## config.mk

```make
export PLATFORM = sky130hd
export DESIGN_NAME = pk_limiter
export DESIGN_NICKNAME = d
export VERILOG_FILES = /design/src/rtl/pk_limiter.sv
export SDC_FILE = /design/constraint.sdc
export NUM_CORES = 2
export LEC_CHECK = 0
export BUFFER_PORTS_ARGS = -buffer_cell sky130_fd_sc_hd__buf_2
export CAP_MARGIN = 20
export CELL_PAD_IN_SITES_DETAIL_PLACEMENT = 1
export CELL_PAD_IN_SITES_GLOBAL_PLACEMENT = 2
export CORE_MARGIN = 5
export CORE_UTILIZATION = 41
export CTS_BUF_LIST = sky130_fd_sc_hd__clkbuf_8
export DETAILED_ROUTE_END_ITERATION = 6
export GPL_ROUTABILITY_DRIVEN = 1
export PLACE_DENSITY = 0.84
export SETUP_SLACK_MARGIN = 0.1
export SKIP_LAST_GASP = 1
export SLEW_MARGIN = 0
export SYNTH_ARGS = -nofsm -noshare
export SYNTH_HDL_FRONTEND = slang
export SYNTH_SLANG_ARGS = --single-unit
```

## constraint.sdc

```tcl
create_clock -name clk -period 13.5 [get_ports clk]
set_clock_uncertainty 0.05 [all_clocks]
set_input_delay 2.025 -clock clk [delete_from_list [all_inputs] [get_ports clk]]
set_output_delay 2.025 -clock clk [all_outputs]
set_load 0.005 [all_outputs]
```

## src/rtl/pk_limiter.sv

```systemverilog
module pk_limiter #(
  parameter int DW      = 24,
  parameter int AW      = 6,
  parameter int RW      = 6,
  parameter int ATT_MAX = 60
) (
  input  logic                 clk,
  input  logic                 rst_n,
  input  logic                 smp_valid,
  input  logic signed [DW-1:0] smp_l,
  input  logic signed [DW-1:0] smp_r,
  input  logic                 cfg_en,
  input  logic                 cfg_link,
  input  logic [2:0]           cfg_max,
  input  logic [2:0]           cfg_cush,
  input  logic [RW-1:0]        cfg_attack,
  input  logic [RW-1:0]        cfg_release,
  output logic                 out_valid,
  output logic signed [DW-1:0] out_l,
  output logic signed [DW-1:0] out_r,
  output logic [AW-1:0]        att_l,
  output logic [AW-1:0]        att_r
);

  localparam int MW = 16;
  localparam int PW = DW + MW + 1;
  localparam logic [DW-1:0] FS = {1'b0, {(DW-1){1'b1}}};

  function automatic logic [MW-1:0] mant(input logic [3:0] k);
    case (k)
      4'd0:    mant = MW'(32768);
      4'd1:    mant = MW'(30935);
      4'd2:    mant = MW'(29205);
      4'd3:    mant = MW'(27571);
      4'd4:    mant = MW'(26029);
      4'd5:    mant = MW'(24573);
      4'd6:    mant = MW'(23198);
      4'd7:    mant = MW'(21900);
      4'd8:    mant = MW'(20675);
      4'd9:    mant = MW'(19519);
      4'd10:   mant = MW'(18427);
      default: mant = MW'(17396);
    endcase
  endfunction

  function automatic logic [DW-1:0] level(input logic [2:0] c);
    logic [DW+MW-1:0] m3;
    m3 = ({{MW{1'b0}}, FS} * (DW+MW)'(23198)) >> 15;
    case (c)
      3'd0:    level = FS;
      3'd1:    level = m3[DW-1:0];
      3'd2:    level = FS >> 1;
      3'd3:    level = m3[DW-1:0] >> 1;
      3'd4:    level = FS >> 2;
      3'd5:    level = FS >> 3;
      3'd6:    level = FS >> 4;
      default: level = FS >> 5;
    endcase
  endfunction

  logic signed [DW-1:0] x [2];
  logic signed [DW-1:0] y [2];
  logic signed [PW-1:0] p [2];
  logic [MW-1:0]        g [2];
  logic [DW-1:0]        mag [2];
  logic                 ovr [2], und [2], o_sel [2], u_sel [2];
  logic [AW-1:0]        att_q [2], att_d [2];
  logic [RW-1:0]        ac_q [2], ac_d [2], rc_q [2], rc_d [2];

  assign x[0]  = smp_l;
  assign x[1]  = smp_r;
  assign att_l = att_q[0];
  assign att_r = att_q[1];

  always_comb begin
    for (int c = 0; c < 2; c++) begin
      g[c]   = mant(4'(att_q[c] % 12)) >> (att_q[c] / 12);
      p[c]   = x[c] * $signed({1'b0, g[c]});
      y[c]   = DW'(p[c] >>> 15);
      mag[c] = y[c][DW-1] ? DW'(-y[c]) : DW'(y[c]);
      ovr[c] = mag[c] > level(cfg_max);
      und[c] = mag[c] < level(cfg_cush);
    end
  end

  always_comb begin
    for (int c = 0; c < 2; c++) begin
      int s;
      s        = cfg_link ? 0 : c;
      o_sel[c] = cfg_link ? (ovr[0] | ovr[1]) : ovr[c];
      u_sel[c] = cfg_link ? (und[0] & und[1]) : und[c];
      att_d[c] = att_q[s];
      ac_d[c]  = ac_q[s];
      rc_d[c]  = rc_q[s];
      if (o_sel[c]) begin
        rc_d[c] = '0;
        if (ac_q[s] >= cfg_attack) begin
          ac_d[c] = '0;
          if (int'(att_q[s]) < ATT_MAX) att_d[c] = att_q[s] + 1'b1;
        end else begin
          ac_d[c] = ac_q[s] + 1'b1;
        end
      end else if (u_sel[c] && att_q[s] != '0) begin
        ac_d[c] = '0;
        if (rc_q[s] >= cfg_release) begin
          rc_d[c]  = '0;
          att_d[c] = att_q[s] - 1'b1;
        end else begin
          rc_d[c] = rc_q[s] + 1'b1;
        end
      end else begin
        ac_d[c] = '0;
        rc_d[c] = '0;
      end
    end
  end

  always_ff @(posedge clk or negedge rst_n) begin
    if (!rst_n) begin
      out_valid <= 1'b0;
      out_l     <= '0;
      out_r     <= '0;
      for (int c = 0; c < 2; c++) begin
        att_q[c] <= '0;
        ac_q[c]  <= '0;
        rc_q[c]  <= '0;
      end
    end else begin
      out_valid <= smp_valid;
      if (smp_valid) begin
        out_l <= cfg_en ? y[0] : x[0];
        out_r <= cfg_en ? y[1] : x[1];
      end
      for (int c = 0; c < 2; c++) begin
        if (!cfg_en) begin
          att_q[c] <= '0;
          ac_q[c]  <= '0;
          rc_q[c]  <= '0;
        end else if (smp_valid) begin
          att_q[c] <= att_d[c];
          ac_q[c]  <= ac_d[c];
          rc_q[c]  <= rc_d[c];
        end
      end
    end
  end

endmodule

```

==> results.cfg <==
[run_status]
status = finished clean

[synth]
synth_seq_area_share_pct = 5.58
synthCells = 4548
yosys_warnings = 0
async_flop_share_pct = 100
synth_top_family_by_area = adder cells
synth_compound_area_share_pct = 11.3
syn_area_per_cell_um2 = 8.38
synth_ff_type = dfrtp_1
synth_fa_ha_area_share_pct = 47.6
synthXorXnorAreaFrac_pct = 2.80
yosys.area_share.simple_pct = 18.5
synth_edf_count = 0
synth_nets = 5630
syn_area_um2 = 38100
ys_types = 106
synth_seq_cells = 85
synth_mux_area_share_pct = 2.77

[sta]
worst_pin_slew_ns = 1.01
rsz0062_at_grt = false
final.min_clock_period_ns = 12.65
setup_viol = 0
maxSlewViolCount = 0
hold_violations = 0
fmax_mhz = 79.1
slew_headroom_pct = 32.7
setup_tns_ns = 0
fin_crit_sh_pct = 93.7

[routing]
drt-total-wl_mm = 121
wire_per_inst_um = 20.7
num_vias = 31400
route.detailed.drc = 0
viasPerCell = 5.36
postRouteAntennaNets = 0
drtIter0Drc = 1242
drt_pass1_iterations = 5

[die]
num_io_pins = 132
initial_utilization_pct = 41.5
die_x_um = 315
dieArea_um2 = 99200
die_h_um = 315
rows = 111
core_area_um2 = 91900

[placed_design]
place_congestion = 0.890
hpwl_mm = 98.9
dpl_cell_area_um2 = 40400
numPortBuffers = 131

[worst_setup_path]
end_kind = register
ff2ff_path_depth = 45
crit_type = reg -> reg
cpLargestDelayFamily = adder cells
worst-path-max-fanout = 18
cp_data_arrival_time_ns = 12.98
crit_top_cell = fa_1
path_buf_inv = 5
required_ns = 13.83
crit_slowest_cell = o21ai_1
max_stage_delay_ns = 0.66
cp-start-kind = register
worst-path-stages = 45

[clock_network]
cts_inserted_buffers = 9
cts_hold_buf = 0
clock_latency_ns = 0.47
htree_num_levels = 3
path_clk_slew_ns = 0.11
clkSinkCount = 85
cts_tree = yes
clockRootBuffer = clkbuf_8
clockBufferDepth = 2

[finish]
final_area_um2 = 41200
layout_commonest_cell = inv_1
layout_common_cells = 947 x inv_1, 726 x fa_1, 565 x nand2_1
area_growth_pct = 8.09
num-fill-cells = 11000
drive_above_1_share_pct = 9.29
num-nets-final = 5693

[global_routing]
use_met1_pct = 31.6
antenna_found_initial = 3
grt_overflow_total = 0
gr-max-usage-layer = met2
met3_usage_pct = 1.99
grt_pass1_wl_mm = 197
groute.layer.met2.usage_pct = 46.0
grt_pass1_vias = 35100
grt_use_total_pct = 24.8
grt_max_degree = 75

[flow_run]
drv_cap = 0

[hold_path]
hold_path_depth = 2
hp-class = reg -> reg
## registers in the layout (all words and copies together) (netlist names)
register / flops
out_l: 24
ac_q: 12
rc_q: 12
out_valid: 1
att_l: 6
att_r: 6
out_r: 24
## cell usage after synthesis, types with 11 or more instances
cell	n	area, um^2
a211oi_1	31	233
a21o_1	58	435
a21oi_1	185	926
a31oi_1	19	119
and2_1	320	2000
and3_1	71	444
buf_1	11	41.3
buf_2	11	55.1
clkbuf_1	187	702
dfrtp_1	85	2130
fa_1	727	14600
ha_1	284	3550
inv_1	948	3560
mux2_2	29	327
mux2i_1	69	691
nand2_1	565	2120
nand2b_1	32	200
nand3_1	53	265
nand4_1	22	138
nor2_1	181	679
nor2b_1	40	250
nor3_1	39	195
nor4_1	11	68.8
o211ai_1	25	188
o21a_1	16	120
o21ai_0	138	691
o21ai_1	16	80.1
o31ai_1	14	105
or2_2	12	75.1
or3_1	13	81.3
xnor2_1	72	631
xor2_1	36	315
## worst paths after layout
check,slack (ns),endpoint,from
setup / recovery,0.85,att_l[5],att_l[5]
hold / removal,0.45,ac_q[3],ac_q[3]
setup reg to reg,0.85,att_l[5],att_l[5]
hold reg to reg,0.45,ac_q[3],ac_q[3]
max in group asynchronous,10.72,out_l[3],rst_n
min in group asynchronous,1.50,ac_q[2],rst_n
## per-layer routing
layer,wire length [um],vias up,share of wire (%)
met3,3630,119,3.0
met1,51700,16400,43
met4,3140,2,2.6
li1,-,14400,-
met5,8,-,0.0066
met2,62700,527,52
## worst min-delay path, stage by stage, from the launching register on
cell and delay [ns]:
dfrtp_1 0.37, nand2_1 0.05, o21ai_0 0.06
## stage by stage
step	setup slack, ns	utilization, %	hold slack (ns)	cells
detailed placement	0.150	43.9	0.433	5815
CTS	0.122	44.2	0.459	5831
floorplan	0.994	-	0.396	4548
global placement	0.254	43.9	0.418	5815
global route	0.0537	44.8	0.471	5860
finish	0.850	44.8	0.455	5860
## repair_timing
action                     in CTS  in global routing
buffers inserted                0                 26
pin swaps                       0                 12
gates resized for setup         1                 80
setup endpoints to repair       1                 36
hold endpoints to repair        0                  0
gates cloned                    0                  2
## cell type report
cell class                 count  area, um^2  area share (%)
clock inverter                 7         106           0.258
sequential                    85        2130            5.17
tap                         1243        1560            3.77
antenna                        1        2.50         0.00607
multi-input combinational   3305       32000            77.7
timing repair buffer         262        1720            4.16
inverter                     948        3560            8.65
clock buffer                   9         124           0.301
## cell families (layout without fill, tap and decap cells)
kind of cell	Yosys count	in the layout
xor+xnor	115	115
flops	85	85
other cells	0	1
simple gates	1422	1422
fa+ha+maj	1013	1013
compound gates	655	655
mux	100	100
buf+inv	1158	1226
Power is not shown: default switching activity piles up to over one toggle a cycle in this logic, so the estimate is an artifact.
